## config.mk

```make
export PLATFORM = sky130hd
export DESIGN_NAME = spi_stat_flags
export DESIGN_NICKNAME = d
export VERILOG_FILES = /design/src/rtl/spi_stat_pkg.sv /design/src/rtl/spi_sticky_flag.sv /design/src/rtl/spi_sel_edge.sv /design/src/rtl/spi_txe_timer.sv /design/src/rtl/spi_stat_flags.sv
export SDC_FILE = /design/constraint.sdc
export NUM_CORES = 1
export LEC_CHECK = 0
export BUFFER_PORTS_ARGS = -buffer_cell sky130_fd_sc_hd__clkbuf_2
export CAP_MARGIN = 20
export CORE_MARGIN = 3
export CORE_UTILIZATION = 47
export CTS_CLUSTER_DIAMETER = 50
export DETAILED_ROUTE_END_ITERATION = 7
export MAX_ROUTING_LAYER = met4
export PLACE_DENSITY = 0.89
export SYNTH_ARGS = -nofsm -noshare
export SYNTH_HDL_FRONTEND = slang
export SYNTH_SLANG_ARGS = --single-unit
```

## constraint.sdc

```tcl
create_clock -name clk -period 2.8 [get_ports clk]
set_input_delay 0.56 -clock clk [delete_from_list [all_inputs] [get_ports clk]]
set_output_delay 0.56 -clock clk [all_outputs]
set_load 0.02 [all_outputs]
```

## src/rtl/spi_stat_pkg.sv

```systemverilog
package spi_stat_pkg;
  localparam int STAT_W    = 32;
  localparam logic [7:0] STAT_OFFSET = 8'h10;
  // Bit positions of the status word (software decodes these)
  localparam int BIT_RXF   = 0;
  localparam int BIT_TXR   = 1;
  localparam int BIT_MODF  = 2;
  localparam int BIT_OVR   = 3;
  localparam int BIT_SELR  = 8;
  localparam int BIT_TXE   = 9;
  localparam int BIT_UNDR  = 10;
  localparam int BIT_ENS   = 16;
  // Sticky flag slots inside the flag bank
  localparam int STK_UNDR  = 0;
  localparam int STK_SELR  = 1;
  localparam int STK_OVR   = 2;
  localparam int STK_MODF  = 3;
  localparam int N_STK     = 4;
endpackage

```

## src/rtl/spi_sticky_flag.sv

```systemverilog
module spi_sticky_flag (
  input  logic clk,
  input  logic rst_n,
  input  logic set_i,
  input  logic clr_i,
  output logic flag_o
);
  logic flag_q, flag_d;

  always_comb begin
    flag_d = flag_q;
    if (set_i)      flag_d = 1'b1;
    else if (clr_i) flag_d = 1'b0;
  end

  always_ff @(posedge clk or negedge rst_n) begin
    if (!rst_n) flag_q <= 1'b0;
    else        flag_q <= flag_d;
  end

  assign flag_o = flag_q;

  AST_STK_SET_WINS: assert property (@(posedge clk) disable iff (!rst_n)
    set_i |=> flag_o);
  AST_STK_CLR: assert property (@(posedge clk) disable iff (!rst_n)
    (clr_i && !set_i) |=> !flag_o);
endmodule

```

## src/rtl/spi_sel_edge.sv

```systemverilog
module spi_sel_edge #(
  parameter int SYNC_STAGES = 2
) (
  input  logic clk,
  input  logic rst_n,
  input  logic sel_in,
  output logic rise_o
);
  logic [SYNC_STAGES-1:0] sync_q, sync_d;
  logic prev_q;

  generate
    for (genvar i = 0; i < SYNC_STAGES; i++) begin : g_stage
      if (i == 0) begin : g_first
        assign sync_d[i] = sel_in;
      end else begin : g_next
        assign sync_d[i] = sync_q[i-1];
      end
    end
  endgenerate

  always_ff @(posedge clk or negedge rst_n) begin
    if (!rst_n) begin
      sync_q <= '0;
      prev_q <= 1'b0;
    end else begin
      sync_q <= sync_d;
      prev_q <= sync_q[SYNC_STAGES-1];
    end
  end

  assign rise_o = sync_q[SYNC_STAGES-1] & ~prev_q;

  AST_SEL_RISE_ONCE: assert property (@(posedge clk) disable iff (!rst_n)
    rise_o |=> !rise_o);
endmodule

```

## src/rtl/spi_txe_timer.sv

```systemverilog
module spi_txe_timer #(
  parameter int DLY_W = 3
) (
  input  logic             clk,
  input  logic             rst_n,
  input  logic             cond_i,
  input  logic             wr_i,
  input  logic [DLY_W-1:0] dly_i,
  output logic             txe_o
);
  logic [DLY_W-1:0] cnt_q, cnt_d;
  logic txe_q, txe_d;
  logic run;
  logic cnt_en;

  assign run    = cond_i & ~wr_i;
  assign cnt_en = run & (cnt_q < dly_i);

  always_comb begin
    cnt_d = cnt_q;
    if (!run)        cnt_d = '0;
    else if (cnt_en) cnt_d = cnt_q + 1'b1;
  end

  always_comb begin
    txe_d = txe_q;
    if (!run)                txe_d = 1'b0;
    else if (cnt_q >= dly_i) txe_d = 1'b1;
  end

  always_ff @(posedge clk or negedge rst_n) begin
    if (!rst_n) begin
      cnt_q <= '0;
      txe_q <= 1'b0;
    end else begin
      cnt_q <= cnt_d;
      txe_q <= txe_d;
    end
  end

  assign txe_o = txe_q;

  AST_TXE_WR_CLR: assert property (@(posedge clk) disable iff (!rst_n)
    wr_i |=> !txe_o);
  AST_TXE_COND_LOST: assert property (@(posedge clk) disable iff (!rst_n)
    !cond_i |=> !txe_o);
endmodule

```

## src/rtl/spi_stat_flags.sv

```systemverilog
module spi_stat_flags
  import spi_stat_pkg::*;
#(
  parameter int DLY_W       = 3,
  parameter int SYNC_STAGES = 2
) (
  input  logic              clk,
  input  logic              rst_n,
  input  logic              cmd_en,
  input  logic              cmd_dis,
  input  logic              slave_mode,
  input  logic              host_wr_thr,
  input  logic              host_rd_rxr,
  input  logic              host_rd_stat,
  input  logic              ev_xfer_start,
  input  logic              ev_load_shifter,
  input  logic              ev_rx_ready,
  input  logic              shift_idle,
  input  logic              sel_in,
  input  logic              ev_mode_fault,
  input  logic [DLY_W-1:0]  dly_cfg,
  output logic [STAT_W-1:0] stat_word
);
  logic en_q, en_d;
  logic txr_q, txr_d;
  logic thr_full_q, thr_full_d;
  logic rxf_q, rxf_d;
  logic sel_rise;
  logic txe;
  logic txe_cond;
  logic [N_STK-1:0] stk_set, stk_q;

  // Enable state: disable has priority
  always_comb begin
    en_d = en_q;
    if (cmd_dis)     en_d = 1'b0;
    else if (cmd_en) en_d = 1'b1;
  end

  // Holding register occupancy
  always_comb begin
    thr_full_d = thr_full_q;
    if (cmd_dis)              thr_full_d = 1'b0;
    else if (host_wr_thr)     thr_full_d = 1'b1;
    else if (ev_load_shifter) thr_full_d = 1'b0;
  end

  // Transmit-ready: write beats load/enable, disable beats all
  always_comb begin
    txr_d = txr_q;
    if (cmd_dis)                              txr_d = 1'b0;
    else if (host_wr_thr)                     txr_d = 1'b0;
    else if (cmd_en || (ev_load_shifter && en_q)) txr_d = 1'b1;
  end

  // Receive-full: set wins over read
  always_comb begin
    rxf_d = rxf_q;
    if (ev_rx_ready)      rxf_d = 1'b1;
    else if (host_rd_rxr) rxf_d = 1'b0;
  end

  always_ff @(posedge clk or negedge rst_n) begin
    if (!rst_n) begin
      en_q       <= 1'b0;
      txr_q      <= 1'b0;
      thr_full_q <= 1'b0;
      rxf_q      <= 1'b0;
    end else begin
      en_q       <= en_d;
      txr_q      <= txr_d;
      thr_full_q <= thr_full_d;
      rxf_q      <= rxf_d;
    end
  end

  spi_sel_edge #(.SYNC_STAGES(SYNC_STAGES)) u_sel (
    .clk    (clk),
    .rst_n  (rst_n),
    .sel_in (sel_in),
    .rise_o (sel_rise)
  );

  assign txe_cond = en_q & ~thr_full_q & shift_idle;

  spi_txe_timer #(.DLY_W(DLY_W)) u_txe (
    .clk    (clk),
    .rst_n  (rst_n),
    .cond_i (txe_cond),
    .wr_i   (host_wr_thr),
    .dly_i  (dly_cfg),
    .txe_o  (txe)
  );

  assign stk_set[STK_UNDR] = ev_xfer_start & slave_mode & ~thr_full_q & ~host_wr_thr;
  assign stk_set[STK_SELR] = sel_rise;
  assign stk_set[STK_OVR]  = ev_rx_ready & rxf_q & ~host_rd_rxr;
  assign stk_set[STK_MODF] = ev_mode_fault;

  generate
    for (genvar k = 0; k < N_STK; k++) begin : g_stk
      spi_sticky_flag u_flag (
        .clk    (clk),
        .rst_n  (rst_n),
        .set_i  (stk_set[k]),
        .clr_i  (host_rd_stat),
        .flag_o (stk_q[k])
      );
    end
  endgenerate

  always_comb begin
    stat_word           = '0;
    stat_word[BIT_RXF]  = rxf_q;
    stat_word[BIT_TXR]  = txr_q;
    stat_word[BIT_MODF] = stk_q[STK_MODF];
    stat_word[BIT_OVR]  = stk_q[STK_OVR];
    stat_word[BIT_SELR] = stk_q[STK_SELR];
    stat_word[BIT_TXE]  = txe;
    stat_word[BIT_UNDR] = stk_q[STK_UNDR];
    stat_word[BIT_ENS]  = en_q;
  end

  AST_EN_DIS_WINS: assert property (@(posedge clk) disable iff (!rst_n)
    cmd_dis |=> !stat_word[BIT_ENS]);
  AST_TXR_OFF_DIS: assert property (@(posedge clk) disable iff (!rst_n)
    !stat_word[BIT_ENS] |-> !stat_word[BIT_TXR]);
  AST_RXF_SET: assert property (@(posedge clk) disable iff (!rst_n)
    ev_rx_ready |=> stat_word[BIT_RXF]);
  AST_OVR_SET: assert property (@(posedge clk) disable iff (!rst_n)
    (ev_rx_ready && stat_word[BIT_RXF] && !host_rd_rxr) |=> stat_word[BIT_OVR]);
  AST_UNDR_MASTER: assert property (@(posedge clk) disable iff (!rst_n)
    (!slave_mode && !stat_word[BIT_UNDR]) |=> (!stat_word[BIT_UNDR] || $past(slave_mode)));
endmodule

```

==> results.tsv <==
metric	value	unit
status	finished clean	
io_pins	49	
p_leak	0.529	nW
p_comb_share	19.5	%
crit_required	2.24	ns
die_y	49.7	um
synthCells	89	
fill_cells	161	
power_density	476	nW/um^2
synth_compound_area_share	13.1	%
routed-via-count	577	
synth-adder-area-share	5.57	%
seq_power_share	53.5	%
grt_overflow	0	
synth_area_per_cell	10.1	sq um
die_w	49.7	um
root_buffer	clkbuf_4	
routed_wl	1.39	mm
crit_type	reg -> out	
start_util	50.9	%
ys_warn_count	0	
core	1760	sq um
drt_iter0_markers	1	
arrival	0.91	ns
crit_slowest_cell	dfrtp_1	
clk_latency	0.28	ns
finalSetupViolCount	0	
finClkSkew	0.00597	ns
synth_mux_area_share	0	%
num_rows	15	
clkTransAtPathRegs	0.09	ns
cts_num_sinks	15	
drc	0	
synth_seq_area_share	41.8	%
peakVddDrop	0.264	mV
numCtsBuffers	3	
gp_congestion	0.870	
max_freq	0.678	GHz
antenna_found_initial	0	
worstPathCellList	clkbuf_2	
first_pass_iters	4	
synth_xor_area_share	0	%
grt_pass1_vias	519	
p_clk_share	27.1	%
die-area	2470	sq um
grt.total_usage	12.1	%
cts_tree	built	
synth_top_family_by_area	buffers and inverters	
path_delay_family	flip-flops	
drive_gt1_share	26.9	%
fin_util	52.3	%
portBuffers	24	
fin_tns_setup	0	ns
critPathMaxStageDelay	0.44	ns
syn_area	898	sq um
areaGrowthSynthToFinish	2.79	%
finalCritPeriodShare	52.6	%
yosys.area_share.simple	9.05	%
ant_nets	0	
fin_nets	130	
diodes	0	
vias_per_cell	4.34	
cp-end-kind	output port	
cts_resized	0	
rsz0062_at_grt	no	
post-route-min-period	1.47	ns
drv_slew	0	
drt-wirelength-per-cell	10.5	um
ys_ff_latch	15	
ctsHoldBuffers	0	
hold_violations	0	
worstSetupStartpointType	flop	
p_sw	134	uW
clock_path_buffers	2	
synth.distinct_cells	20	
hold_path.class	in -> async	
grt_max_degree	16	
p_int	305	uW
critPathMaxFanout	4	
switching_share	30.5	%
seqCellArea	375	sq um
drv_cap	0	
post_cts_buffers	0	
grt_pass1_wl	2.25	mm
post-dp-hpwl	1.18	mm
crit_buf_inv	1	
cts-htree-levels	1	
multiInputGateArea	339	sq um
==> cell usage in the layout (no fill, tap or decap), types with 2 or more instances in the layout <==
master and instances:
a21oi_1 5, a21o_1 3, dfrtp_1 15, a32o_1 2
clkbuf_2 24, o21ai_1 2, clkbuf_4 3, inv_1 8
ha_1 4, conb_1 24, nor2_1 6, nand3_1 2
==> cells in the mapped netlist <==
cell type / count / share of area (%)
a211oi_1: 1 / 0.84
a21o_1: 3 / 2.5
a21oi_1: 5 / 2.8
a22o_1: 1 / 0.98
a311oi_1: 1 / 0.98
a31o_1: 1 / 0.98
a31oi_1: 1 / 0.70
a32o_1: 2 / 2.2
and3b_1: 1 / 0.98
buf_4: 32 / 27
conb_1: 1 / 0.42
dfrtp_1: 15 / 42
ha_1: 4 / 5.6
inv_1: 8 / 3.3
nand3_1: 2 / 1.1
nand3b_1: 1 / 0.84
nand4bb_4: 1 / 3.1
nor2_1: 6 / 2.5
nor3_1: 1 / 0.56
o21ai_1: 2 / 1.1
==> cells by family after synthesis <==
logic type	after synthesis
buffers and inverters	40
adder cells (fa/ha/maj)	4
AO/OA/AOI/OAI	17
flip-flops	15
other	1
AND/OR/NAND/NOR	12
==> power groups by stage <==
stage                     logic [mW]  registers, mW  clock network [mW]
after CTS                     0.0856          0.235               0.125
final                         0.0855          0.235               0.119
after detailed placement      0.0856          0.239                   0
after global placement        0.0829          0.239                   0
after global routing          0.0935          0.236               0.136
after floorplan               0.0942          0.237                   0
==> final timing paths <==
path	start	to	slack (ns)	cells past startpoint
min	rst_n	u_sel.sync_q[0]	0.18	1
min in group clk	u_sel.sync_q[0]	u_sel.sync_q[1]	0.36	0
min reg2reg	u_sel.sync_q[0]	u_sel.sync_q[1]	0.36	0
max	en_q	stat_word[16]	1.33	1
max in group asynchronous	rst_n	u_txe.cnt_q[0]	2.35	1
max reg2reg	u_txe.cnt_q[2]	u_txe.cnt_q[2]	1.33	4
==> registers in the layout, summed over array words and instances, names as in the netlist <==
name,cells
thr_full_q,1
rxf_q,1
g_stk.u_flag.flag_o,4
u_sel.prev_q,1
en_q,1
u_sel.sync_q,2
txr_q,1
u_txe.txe_o,1
u_txe.cnt_q,3
==> routing by layer <==
metal / track usage [%] / wire length, um / up-vias
met1: 15.4 / 618 / 264
met4: 6.45 / 0 / 0
li1: - / - / 280
met3: 2.11 / 115 / 0
met2: 18.3 / 658 / 33
met5: - / 0 / -
==> final cells by class <==
class	count	area share, %
clock buffers	3	2.44
clock inverters	1	0.542
inverters	8	3.25
multi-input cells	57	36.7
flip-flops and latches	15	40.7
well taps	25	3.39
repair buffers	24	13.0
==> per-stage QoR <==
stage | instance area, sq um | hold WS (ns) | cells | total power, mW | setup WS, ns
2_1_floorplan | 985 | 0.264 | 112 | 0.332 | 1.29
3_3_place_gp | 896 | 0.334 | 129 | 0.321 | 1.17
6_report | 923 | 0.179 | 133 | 0.439 | 1.33
3_5_place_dp | 896 | 0.339 | 129 | 0.325 | 1.07
4_1_cts | 923 | 0.179 | 133 | 0.446 | 1.31
5_1_grt | 923 | 0.189 | 133 | 0.466 | 1.26
(Power assumes the default switching activity.)
